`config.mk`:
```
export PLATFORM = sky130hd
export DESIGN_NAME = rn_rename_stage
export DESIGN_NICKNAME = d
export VERILOG_FILES = /design/src/rtl/rn_pkg.sv /design/src/rtl/rn_free_list.sv /design/src/rtl/rn_map_table.sv /design/src/rtl/rn_ready_bits.sv /design/src/rtl/rn_rename_stage.sv
export SDC_FILE = /design/constraint.sdc
export NUM_CORES = 1
export LEC_CHECK = 0
export BUFFER_PORTS_ARGS = -buffer_cell sky130_fd_sc_hd__buf_2
export CORE_UTILIZATION = 58
export DETAILED_ROUTE_END_ITERATION = 12
export PLACE_DENSITY = 0.75
export SLEW_MARGIN = 20
export SYNTH_ARGS = -nofsm -noshare
export SYNTH_HDL_FRONTEND = slang
export SYNTH_SLANG_ARGS = --single-unit
```
`constraint.sdc`:
```
create_clock -name clk -period 3.6 [get_ports clk]
set_input_delay 0.36 -clock clk [delete_from_list [all_inputs] [get_ports clk]]
set_output_delay 0.36 -clock clk [all_outputs]
set_load 0.03 [all_outputs]
```
`src/rtl/rn_pkg.sv`:
```
package rn_pkg;
    // Index width that never collapses to zero bits.
    function automatic int unsigned idx_w(input int unsigned n);
        return (n <= 2) ? 1 : $clog2(n);
    endfunction
endpackage

```
`src/rtl/rn_free_list.sv`:
```
module rn_free_list
    import rn_pkg::*;
#(
    parameter int unsigned ARCH_REGS = 32,
    parameter int unsigned PHYS_REGS = 64,
    parameter int unsigned TW        = 6
) (
    input  logic          clk,
    input  logic          rst_n,
    input  logic          pop_i,
    input  logic          push_i,
    input  logic [TW-1:0] push_tag_i,
    output logic [TW-1:0] head_tag_o,
    output logic          empty_o,
    output logic [$clog2(PHYS_REGS-ARCH_REGS+1)-1:0] count_o
);
    localparam int unsigned DEPTH = PHYS_REGS - ARCH_REGS;
    localparam int unsigned PW    = idx_w(DEPTH);
    localparam int unsigned CW    = $clog2(DEPTH + 1);

    typedef struct packed {
        logic [DEPTH-1:0][TW-1:0] slot;
        logic [PW-1:0]            head;
        logic [PW-1:0]            tail;
        logic [CW-1:0]            cnt;
    } fl_state_t;

    fl_state_t st_d, st_q;

    function automatic logic [PW-1:0] wrap_inc(input logic [PW-1:0] p);
        return (p == PW'(DEPTH - 1)) ? '0 : p + PW'(1);
    endfunction

    assign head_tag_o = st_q.slot[st_q.head];
    assign empty_o    = (st_q.cnt == '0);
    assign count_o    = st_q.cnt;

    always_comb begin
        st_d = st_q;
        if (push_i) begin
            st_d.slot[st_q.tail] = push_tag_i;
            st_d.tail            = wrap_inc(st_q.tail);
        end
        if (pop_i) begin
            st_d.head = wrap_inc(st_q.head);
        end
        st_d.cnt = st_q.cnt + CW'(push_i) - CW'(pop_i);
    end

    always_ff @(posedge clk) begin
        if (!rst_n) begin
            for (int k = 0; k < int'(DEPTH); k++) begin
                st_q.slot[k] <= TW'(ARCH_REGS + k);
            end
            st_q.head <= '0;
            st_q.tail <= '0;
            st_q.cnt  <= CW'(DEPTH);
        end else begin
            st_q <= st_d;
        end
    end

    // the stage must never take a tag from an empty list
    p_no_underflow_r7: assert property (@(posedge clk) disable iff (!rst_n)
        pop_i |-> (st_q.cnt != '0));

    // a release may not overrun a full list
    p_no_overflow_r6: assert property (@(posedge clk) disable iff (!rst_n)
        (push_i && !pop_i) |-> (st_q.cnt < CW'(DEPTH)));

    // a released tag lands at the old tail position
    p_push_lands_r6: assert property (@(posedge clk) disable iff (!rst_n)
        push_i |=> (st_q.slot[$past(st_q.tail)] == $past(push_tag_i)));
endmodule

```
`src/rtl/rn_map_table.sv`:
```
module rn_map_table
    import rn_pkg::*;
#(
    parameter int unsigned ARCH_REGS = 32,
    parameter int unsigned TW        = 6,
    parameter int unsigned NRD       = 3
) (
    input  logic                                     clk,
    input  logic                                     rst_n,
    input  logic [NRD-1:0][idx_w(ARCH_REGS)-1:0]     rd_idx_i,
    output logic [NRD-1:0][TW-1:0]                   rd_tag_o,
    input  logic                                     wr_en_i,
    input  logic [idx_w(ARCH_REGS)-1:0]              wr_idx_i,
    input  logic [TW-1:0]                            wr_tag_i
);
    typedef struct packed {
        logic [ARCH_REGS-1:0][TW-1:0] map;
    } map_state_t;

    map_state_t st_d, st_q;

    // Reads see the table before this cycle's write.
    for (genvar g = 0; g < int'(NRD); g++) begin : g_rd
        assign rd_tag_o[g] = st_q.map[rd_idx_i[g]];
    end

    always_comb begin
        st_d = st_q;
        if (wr_en_i) begin
            st_d.map[wr_idx_i] = wr_tag_i;
        end
    end

    always_ff @(posedge clk) begin
        if (!rst_n) begin
            for (int k = 0; k < int'(ARCH_REGS); k++) begin
                st_q.map[k] <= TW'(k);
            end
        end else begin
            st_q <= st_d;
        end
    end

    // an accepted write is visible in the next cycle
    p_write_lands_r3: assert property (@(posedge clk) disable iff (!rst_n)
        wr_en_i |=> (st_q.map[$past(wr_idx_i)] == $past(wr_tag_i)));

    // without a write the table holds
    p_hold_r9: assert property (@(posedge clk) disable iff (!rst_n)
        !wr_en_i |=> $stable(st_q.map));
endmodule

```
`src/rtl/rn_ready_bits.sv`:
```
module rn_ready_bits #(
    parameter int unsigned ARCH_REGS = 32,
    parameter int unsigned PHYS_REGS = 64,
    parameter int unsigned TW        = 6,
    parameter int unsigned NRD       = 2
) (
    input  logic                    clk,
    input  logic                    rst_n,
    input  logic                    clr_en_i,
    input  logic [TW-1:0]           clr_tag_i,
    input  logic                    set_en_i,
    input  logic [TW-1:0]           set_tag_i,
    input  logic [NRD-1:0][TW-1:0]  rd_tag_i,
    output logic [NRD-1:0]          rd_rdy_o
);
    typedef struct packed {
        logic [PHYS_REGS-1:0] rdy;
    } rdy_state_t;

    rdy_state_t st_d, st_q;

    for (genvar g = 0; g < int'(NRD); g++) begin : g_rd
        assign rd_rdy_o[g] = st_q.rdy[rd_tag_i[g]];
    end

    // Allocation wins over a writeback to the same tag.
    always_comb begin
        st_d = st_q;
        if (set_en_i) st_d.rdy[set_tag_i] = 1'b1;
        if (clr_en_i) st_d.rdy[clr_tag_i] = 1'b0;
    end

    always_ff @(posedge clk) begin
        if (!rst_n) begin
            for (int k = 0; k < int'(PHYS_REGS); k++) begin
                st_q.rdy[k] <= (k < int'(ARCH_REGS));
            end
        end else begin
            st_q <= st_d;
        end
    end

    // a newly allocated tag reads as not ready
    p_alloc_clears_r5: assert property (@(posedge clk) disable iff (!rst_n)
        clr_en_i |=> !st_q.rdy[$past(clr_tag_i)]);

    // a writeback marks its tag ready
    p_wb_sets_r5: assert property (@(posedge clk) disable iff (!rst_n)
        (set_en_i && !(clr_en_i && clr_tag_i == set_tag_i)) |=> st_q.rdy[$past(set_tag_i)]);
endmodule

```
`src/rtl/rn_rename_stage.sv`:
```
module rn_rename_stage
    import rn_pkg::*;
#(
    parameter int unsigned ARCH_REGS = 32,
    parameter int unsigned PHYS_REGS = 64,
    localparam int unsigned AW = idx_w(ARCH_REGS),
    localparam int unsigned TW = idx_w(PHYS_REGS)
) (
    input  logic          clk,
    input  logic          rst_n,
    input  logic          in_valid_i,
    input  logic [AW-1:0] src1_i,
    input  logic [AW-1:0] src2_i,
    input  logic [AW-1:0] dst_i,
    output logic          stall_o,
    output logic          out_valid_o,
    output logic [TW-1:0] src1_tag_o,
    output logic          src1_rdy_o,
    output logic [TW-1:0] src2_tag_o,
    output logic          src2_rdy_o,
    output logic [TW-1:0] dst_tag_o,
    output logic [TW-1:0] old_tag_o,
    input  logic          wb_valid_i,
    input  logic [TW-1:0] wb_tag_i,
    input  logic          free_valid_i,
    input  logic [TW-1:0] free_tag_i
);
    localparam int unsigned CW = $clog2(PHYS_REGS - ARCH_REGS + 1);

    logic                 fl_empty;
    logic [TW-1:0]        fl_head;
    logic [CW-1:0]        fl_count;
    logic                 accept;
    logic [2:0][AW-1:0]   map_rd_idx;
    logic [2:0][TW-1:0]   map_rd_tag;
    logic [1:0][TW-1:0]   rdy_rd_tag;
    logic [1:0]           rdy_rd;

    assign accept      = in_valid_i && !fl_empty;
    assign stall_o     = in_valid_i && fl_empty;
    assign out_valid_o = accept;

    assign map_rd_idx = {dst_i, src2_i, src1_i};
    assign src1_tag_o = map_rd_tag[0];
    assign src2_tag_o = map_rd_tag[1];
    assign old_tag_o  = map_rd_tag[2];
    assign dst_tag_o  = fl_head;

    assign rdy_rd_tag = {map_rd_tag[1], map_rd_tag[0]};
    assign src1_rdy_o = rdy_rd[0];
    assign src2_rdy_o = rdy_rd[1];

    rn_map_table #(
        .ARCH_REGS (ARCH_REGS),
        .TW        (TW),
        .NRD       (3)
    ) i_map (
        .clk      (clk),
        .rst_n    (rst_n),
        .rd_idx_i (map_rd_idx),
        .rd_tag_o (map_rd_tag),
        .wr_en_i  (accept),
        .wr_idx_i (dst_i),
        .wr_tag_i (fl_head)
    );

    rn_free_list #(
        .ARCH_REGS (ARCH_REGS),
        .PHYS_REGS (PHYS_REGS),
        .TW        (TW)
    ) i_free (
        .clk        (clk),
        .rst_n      (rst_n),
        .pop_i      (accept),
        .push_i     (free_valid_i),
        .push_tag_i (free_tag_i),
        .head_tag_o (fl_head),
        .empty_o    (fl_empty),
        .count_o    (fl_count)
    );

    rn_ready_bits #(
        .ARCH_REGS (ARCH_REGS),
        .PHYS_REGS (PHYS_REGS),
        .TW        (TW),
        .NRD       (2)
    ) i_rdy (
        .clk       (clk),
        .rst_n     (rst_n),
        .clr_en_i  (accept),
        .clr_tag_i (fl_head),
        .set_en_i  (wb_valid_i),
        .set_tag_i (wb_tag_i),
        .rd_tag_i  (rdy_rd_tag),
        .rd_rdy_o  (rdy_rd)
    );

    // a stalled cycle without a release leaves the list untouched
    p_stall_holds_list_r7: assert property (@(posedge clk) disable iff (!rst_n)
        (stall_o && !free_valid_i) |=> $stable(fl_count));

    // each accepted instruction without a release consumes one entry
    p_alloc_consumes_r2: assert property (@(posedge clk) disable iff (!rst_n)
        (out_valid_o && !free_valid_i) |=> (fl_count == $past(fl_count) - CW'(1)));

    // release and allocation together leave the count level
    p_swap_level_r8: assert property (@(posedge clk) disable iff (!rst_n)
        (out_valid_o && free_valid_i) |=> (fl_count == $past(fl_count)));
endmodule

```
==> results of run 1 <==
worst max-delay path, stage by stage (launching register included):
cell and delay [ns]:
dfxtp_2 0.35, mux4_2 0.47, mux4_2 0.53, mux2i_4 0.25, buf_12 0.18, mux2i_1 0.19
a32oi_1 0.09, a21oi_1 0.20, a21oi_2 0.05, mux2i_2 0.23, buf_6 0.17
state kept, by name, indices dropped and copies added, names as in the netlist:
| name | cells |
|---|---|
| i_free.st_q | 202 |
| i_rdy.st_q | 64 |
| i_free.count_o | 6 |
| i_map.st_q | 192 |
power breakdown:
group	total, uW	internal [uW]	switching [uW]
Sequential	5290	5220	74.3
Combinational	2080	862	1220
Clock	5410	3180	2230
Total	12800	9260	3520
metrics by stage:
step | utilization, % | worst slack, ns | cells
after detailed placement | 61.81 | 0.003193 | 3012
after floorplan | - | 0.03033 | 2505
after global routing | 67.13 | -0.2143 | 3127
after CTS | 66.46 | -0.1053 | 3110
after global placement | 61.81 | 0.06997 | 3012
final | 67.13 | -0.09483 | 3128
worst max-delay path by stage:
stage / end / slack, ns / cells past startpoint
global placement: src2_rdy_o / 0.07 / 12
global route: src2_rdy_o / -0.21 / 12
CTS: src2_rdy_o / -0.11 / 11
floorplan: src2_rdy_o / 0.03 / 10
detailed placement: src2_rdy_o / 0.003 / 12
finish: src2_rdy_o / -0.09 / 10
final cells by class:
type	instances	area, um^2
Antenna cell	1	2.502
Inverter	19	71.32
Multi-Input combinational cell	1802	14960
Tap cell	577	721.9
Timing Repair Buffer	176	1579
Clock inverter	23	336.6
Fill cell	3226	13910
Clock buffer	66	1400
Sequential cell	464	9336
cells in the final DEF (no fill, tap or decap), types with 14 or more instances in the layout:
master,netlist,final
a21boi_0,25,25
a21oi_1,57,56
buf_12,1,23
buf_2,18,52
buf_4,11,92
clkbuf_16,0,50
dfxtp_1,464,436
dfxtp_2,0,23
ha_1,14,14
mux2_2,21,20
mux2i_1,264,256
mux4_2,205,208
nand2_1,475,475
nand2b_1,15,15
nand3_1,99,99
nor2_1,131,130
nor2b_1,83,80
nor3_1,15,14
o211a_1,112,112
o211ai_1,32,32
o21ai_0,95,95
o221a_2,17,17
routing by layer:
layer  GRT usage, %  wire, um
met1          45.17     29750
met2          53.49     34810
met3          6.704      7103
met4          12.84      2564
met5              0        13
repair_timing:
| action | CTS | global route |
|---|---|---|
| resized for setup | 36 | 30 |
| gates cloned | 2 | 1 |
| endpoints found under the setup margin | 5 | 5 |
| buffers inserted | 7 | 16 |
| hold buffers | 0 | 0 |
| pin swaps | 7 | 9 |
cells by family after synthesis:
logic type | share of synthesized area [%]
DFF | 36.92
adders and majority gates | 0.7758
and+or+nand+nor | 15.65
muxes | 30.73
buffers and inverters | 4.018
AOI/OAI and AO/OA | 11.80
xor gates and xnor gates | 0.1045
==> impl_metrics.ini, run 1 <==
[outcome]
status = complete, but fails checks
violations = setup timing

[floorplan]
die_x_um = 210.3
die_area_mm2 = 0.04422
die_y_um = 210.3
io_pins = 60
coreArea_mm2 = 0.04232
initial_core_util_pct = 59.45
rows = 75

[critical_path]
reg2reg_depth = 10
required_ns = 3.24
worstSetupEndpointType = output port
cp_max_fo = 7
arrival_ns = 3.33
start_kind = flip-flop
rrSetupSlack_ns = 0.32
r2r_start = i_free.st_q[11]
crit_type = reg -> out
cp-startpoint = i_map.st_q[186]
timing.rr.end = i_rdy.st_q[23]

[hold_path]
hp-class = in -> reg
whs_endpoint = i_free.st_q[129]
hold_start = rst_n
hold_path_depth = 2

[timing]
fin_ws_ns = -0.09483
maxSlewHeadroom_pct = 28.83
setup_tns_ns = -0.1871
setup_violations = 2
fin_crit_sh_pct = 102.6
rsz0062_at_grt = true
finalClockSkew_ns = 0.02330
drv_slew = 0
max_freq_mhz = 270.6
hold_ws_ns = 0.2012
tightest_slew_ns = 1.064
finalHoldViolCount = 0
min_period_ns = 3.695

[global_routing]
grt_max_degree = 145
antenna_found_initial = 1
grt_first_pass_wirelength_um = 114700
grt_overflow = 0
grt_pass1_vias = 19641
grtUsageTotal_pct = 33.56

[clock_network]
path_clk_slew_ns = 0.06
cts.sinks = 464
cts_htree_levels = 2
numCtsBuffers = 49
clock_path_buffers = 3
cts_tree = yes
root_buffer = clkbuf_16
clk_latency_ns = 0.62

[power]
ir_drop_uv = 406.3
p_leak_uw = 0.01189
power.density_mw_per_mm2 = 449.9
p_total_uw = 12780

[synth]
yosys.area.top_type = dfxtp_1
ys_warn_count = 0
synthTopCellsByArea = dfxtp_1, mux4_2, mux2i_1
synth_top_area_share_pct = 36.92
ys_seq_elements = 464
yosysSeqAreaShare_pct = 36.92
synth_cells = 2505
async_flop_share_pct = 0
netlist_area_mm2 = 0.02516
syn-num-nets = 2552
ys.flop_type = dfxtp_1
yosysMostFrequentCell = nand2_1
synth.avg_cell_area_um2 = 10.04
synth_cell_type_count = 65
synth_edf_count = 0
synth.top_cells.by_count = nand2_1, dfxtp_1, mux2i_1

[final_layout]
fin_area_mm2 = 0.02841
drive_above_1_share_pct = 22.67
nets = 2559
syn_to_final_growth_pct = 12.93

[route]
wl_per_cell_um = 23.73
postRouteAntennaNets = 0
routed_wl_um = 74240
via_count = 20573
drc_errors = 0
drtIter0Drc = 2535
dr.pass1.iters = 6
vias_per_cell = 6.577

[placed_design]
dpl_cell_area_mm2 = 0.02616
port_buffers = 59
place.gp.congestion = 0.9741
dp.final_hpwl_um = 51000

[run]
maxCapViolations = 0
Note: power is estimated with default switching activity, not from simulation.
==> run 2: changes to the inputs <==
SYNTH_HIERARCHICAL = 1   (was unset)
==> impl_metrics.ini, run 2 <==
[route]
drtIter0Drc = 2772
highest_layer = met4
via_count = 21841
postRouteAntennaNets = 0
routed_wl_um = 77830
vias_per_cell = 6.985
drc_errors = 0
m1WireLength_um = 29570
dr_wl_met2_um = 36080
dr.pass1.iters = 8
wl_per_cell_um = 24.89
met3_length_um = 8517

[power]
clockPowerShare_pct = 42.1
p_total_uw = 12770
internal_power_uw = 9184
ir_drop_uv = 406.9
pwr-share-seq_pct = 41.4
pwr-share-comb_pct = 16.5
p_leak_uw = 0.009895
p_switching_uw = 3585
power.density_mw_per_mm2 = 448.3
power.share.switching_pct = 28.08

[final_layout]
top_register = i_free/st_q
nets = 2551
num_antenna_cells = 0
largest_reg_flops = 202
multiInputGateArea_mm2 = 0.01517
drive_above_1_share_pct = 22.97
post-route-util_pct = 65.84
regArea_mm2 = 0.009316
fillers = 3276
mostFrequentLayoutCells = dfxtp_1, nand3_1, o21ai_0, mux4_2, mux2i_1
largest_registers = i_free/st_q (202), i_map/st_q (192), i_rdy/st_q (64)
mostFrequentLayoutCell = dfxtp_1
fin_cells = 3127
syn_to_final_growth_pct = 11.47

[clock_network]
cts_tree = yes
cts_hold_buf = 0
root_buffer = clkbuf_16
cts_htree_levels = 2
path_clk_slew_ns = 0.06
clk_latency_ns = 0.62
clock_path_buffers = 3
cts.sinks = 464
numCtsBuffers = 50

[critical_path]
worstSetupEndpointType = output port
cp_max_fo = 5
crit_path_frequent_cell = mux4_2
crit_type = reg -> out
start_kind = flip-flop
path_buf_inv = 1
path_cells = mux4_2 -> mux4_2 -> mux2_4 -> mux4_2 -> a22oi_2 -> a31oi_1 -> a311oi_2 -> o31ai_4 -> buf_6
slowest_stage = mux4_2
slowest_delay_ns = 0.54
arrival_ns = 3.66
cpLargestDelayFamily = multiplexers
required_ns = 3.24

[placed_design]
place.gp.congestion = 0.9953
place_ws_ns = -0.3496
dp_cells = 3030
port_buffers = 59
dp.final_hpwl_um = 49820

[timing]
finalHoldViolCount = 0
fin_ws_ns = -0.4221
maxSlewHeadroom_pct = 23.07
max_freq_mhz = 248.6
finalClockSkew_ns = 0.03157
setup_violations = 2
min_period_ns = 4.022
rsz0062_at_grt = true
fin_crit_sh_pct = 111.7
tightest_slew_ns = 1.154
setup_tns_ns = -0.7908
drv_slew = 0

[hold_path]
hp-class = in -> reg

[global_routing]
grtUsageTotal_pct = 34.88
grt_overflow = 0
grt_first_pass_wirelength_um = 122000
antenna_found_initial = 0
grt_max_degree = 165
grt_pass1_vias = 21369

[floorplan]
initial_core_util_pct = 59.06
coreArea_mm2 = 0.04327
io_pins = 60
die_y_um = 211.9
die_area_mm2 = 0.04490
die_x_um = 211.9
rows = 76

[synth]
synth_cells = 2540
syn-num-nets = 2588
netlist_area_mm2 = 0.02555
ys_warn_count = 6
synth.avg_cell_area_um2 = 10.06

[outcome]
status = complete, but fails checks
violations = setup timing

[run]
maxCapViolations = 0
run 2: cell count changes in the layout (fill, tap and decap cells not counted), sizes merged, moves of 48 or more:
cell,previous run,this run
nand3,99,337
a21boi,25,132
o21ai,107,327
mux2i,271,170
o211a,112,0
nand2,475,146
nor2,136,88
run 2: cell type report:
cell class                      instances  area share (%)
Sequential cell                       464           32.71
Tap cell                              585           2.570
Multi-Input combinational cell       1788           53.26
Inverter                               12          0.1581
Clock inverter                         18          0.8478
Timing Repair Buffer                  187           5.267
Clock buffer                           73           5.188
run 2: power by group through the flow:
stage	clock [uW]	combinational (uW)	sequential, uW
after floorplan	0	1440	5360
after global placement	0	1960	5400
after detailed placement	0	2020	5400
after CTS	5400	2050	5290
after global routing	5610	2230	5300
final	5370	2100	5290
run 2: stage by stage:
stage / hold WS, ns / instance area [um^2]
floorplan: 0.4359 / 25630
global placement: 0.4468 / 26620
detailed placement: 0.4557 / 26620
CTS: 0.1069 / 28420
global route: 0.1472 / 28480
finish: 0.1379 / 28480
run 2: final timing paths:
check,depth (start not counted),slack [ns],from,to
worst max-delay path,9,-0.42,i_map/st_q[36],src1_rdy_o
worst min-delay path,3,0.14,wb_valid_i,i_rdy/st_q[34]
worst max register to register,10,0.27,i_free/st_q[12],i_rdy/st_q[57]
worst min register to register,2,0.47,i_free/st_q[82],i_free/st_q[82]
run 2: repair_timing:
| item | in CTS | in global routing |
|---|---|---|
| gates resized for setup | 18 | 24 |
| setup buffers | 4 | 0 |
| pin swaps | 2 | 3 |
| setup endpoints to repair | 2 | 3 |
| endpoints found under the hold margin | 0 | 0 |
| cloned | 1 | 0 |
run 2: worst reg2reg max path: cells and delay by family, from the launching register on:
family	cells	cell delay, ns
AOI/OAI and AO/OA	4	0.93
and+or+nand+nor	3	0.95
DFF	1	0.47
buffers and inverters	3	0.87
run 2: metal layers:
| metal | vias up | GRT usage [%] |
|---|---|---|
| met1 | 10711 | 45.82 |
| met2 | 1448 | 54.51 |
| met4 | 0 | 17.14 |
| met3 | 270 | 7.714 |
| met5 | - | 0 |
| li1 | 9412 | - |
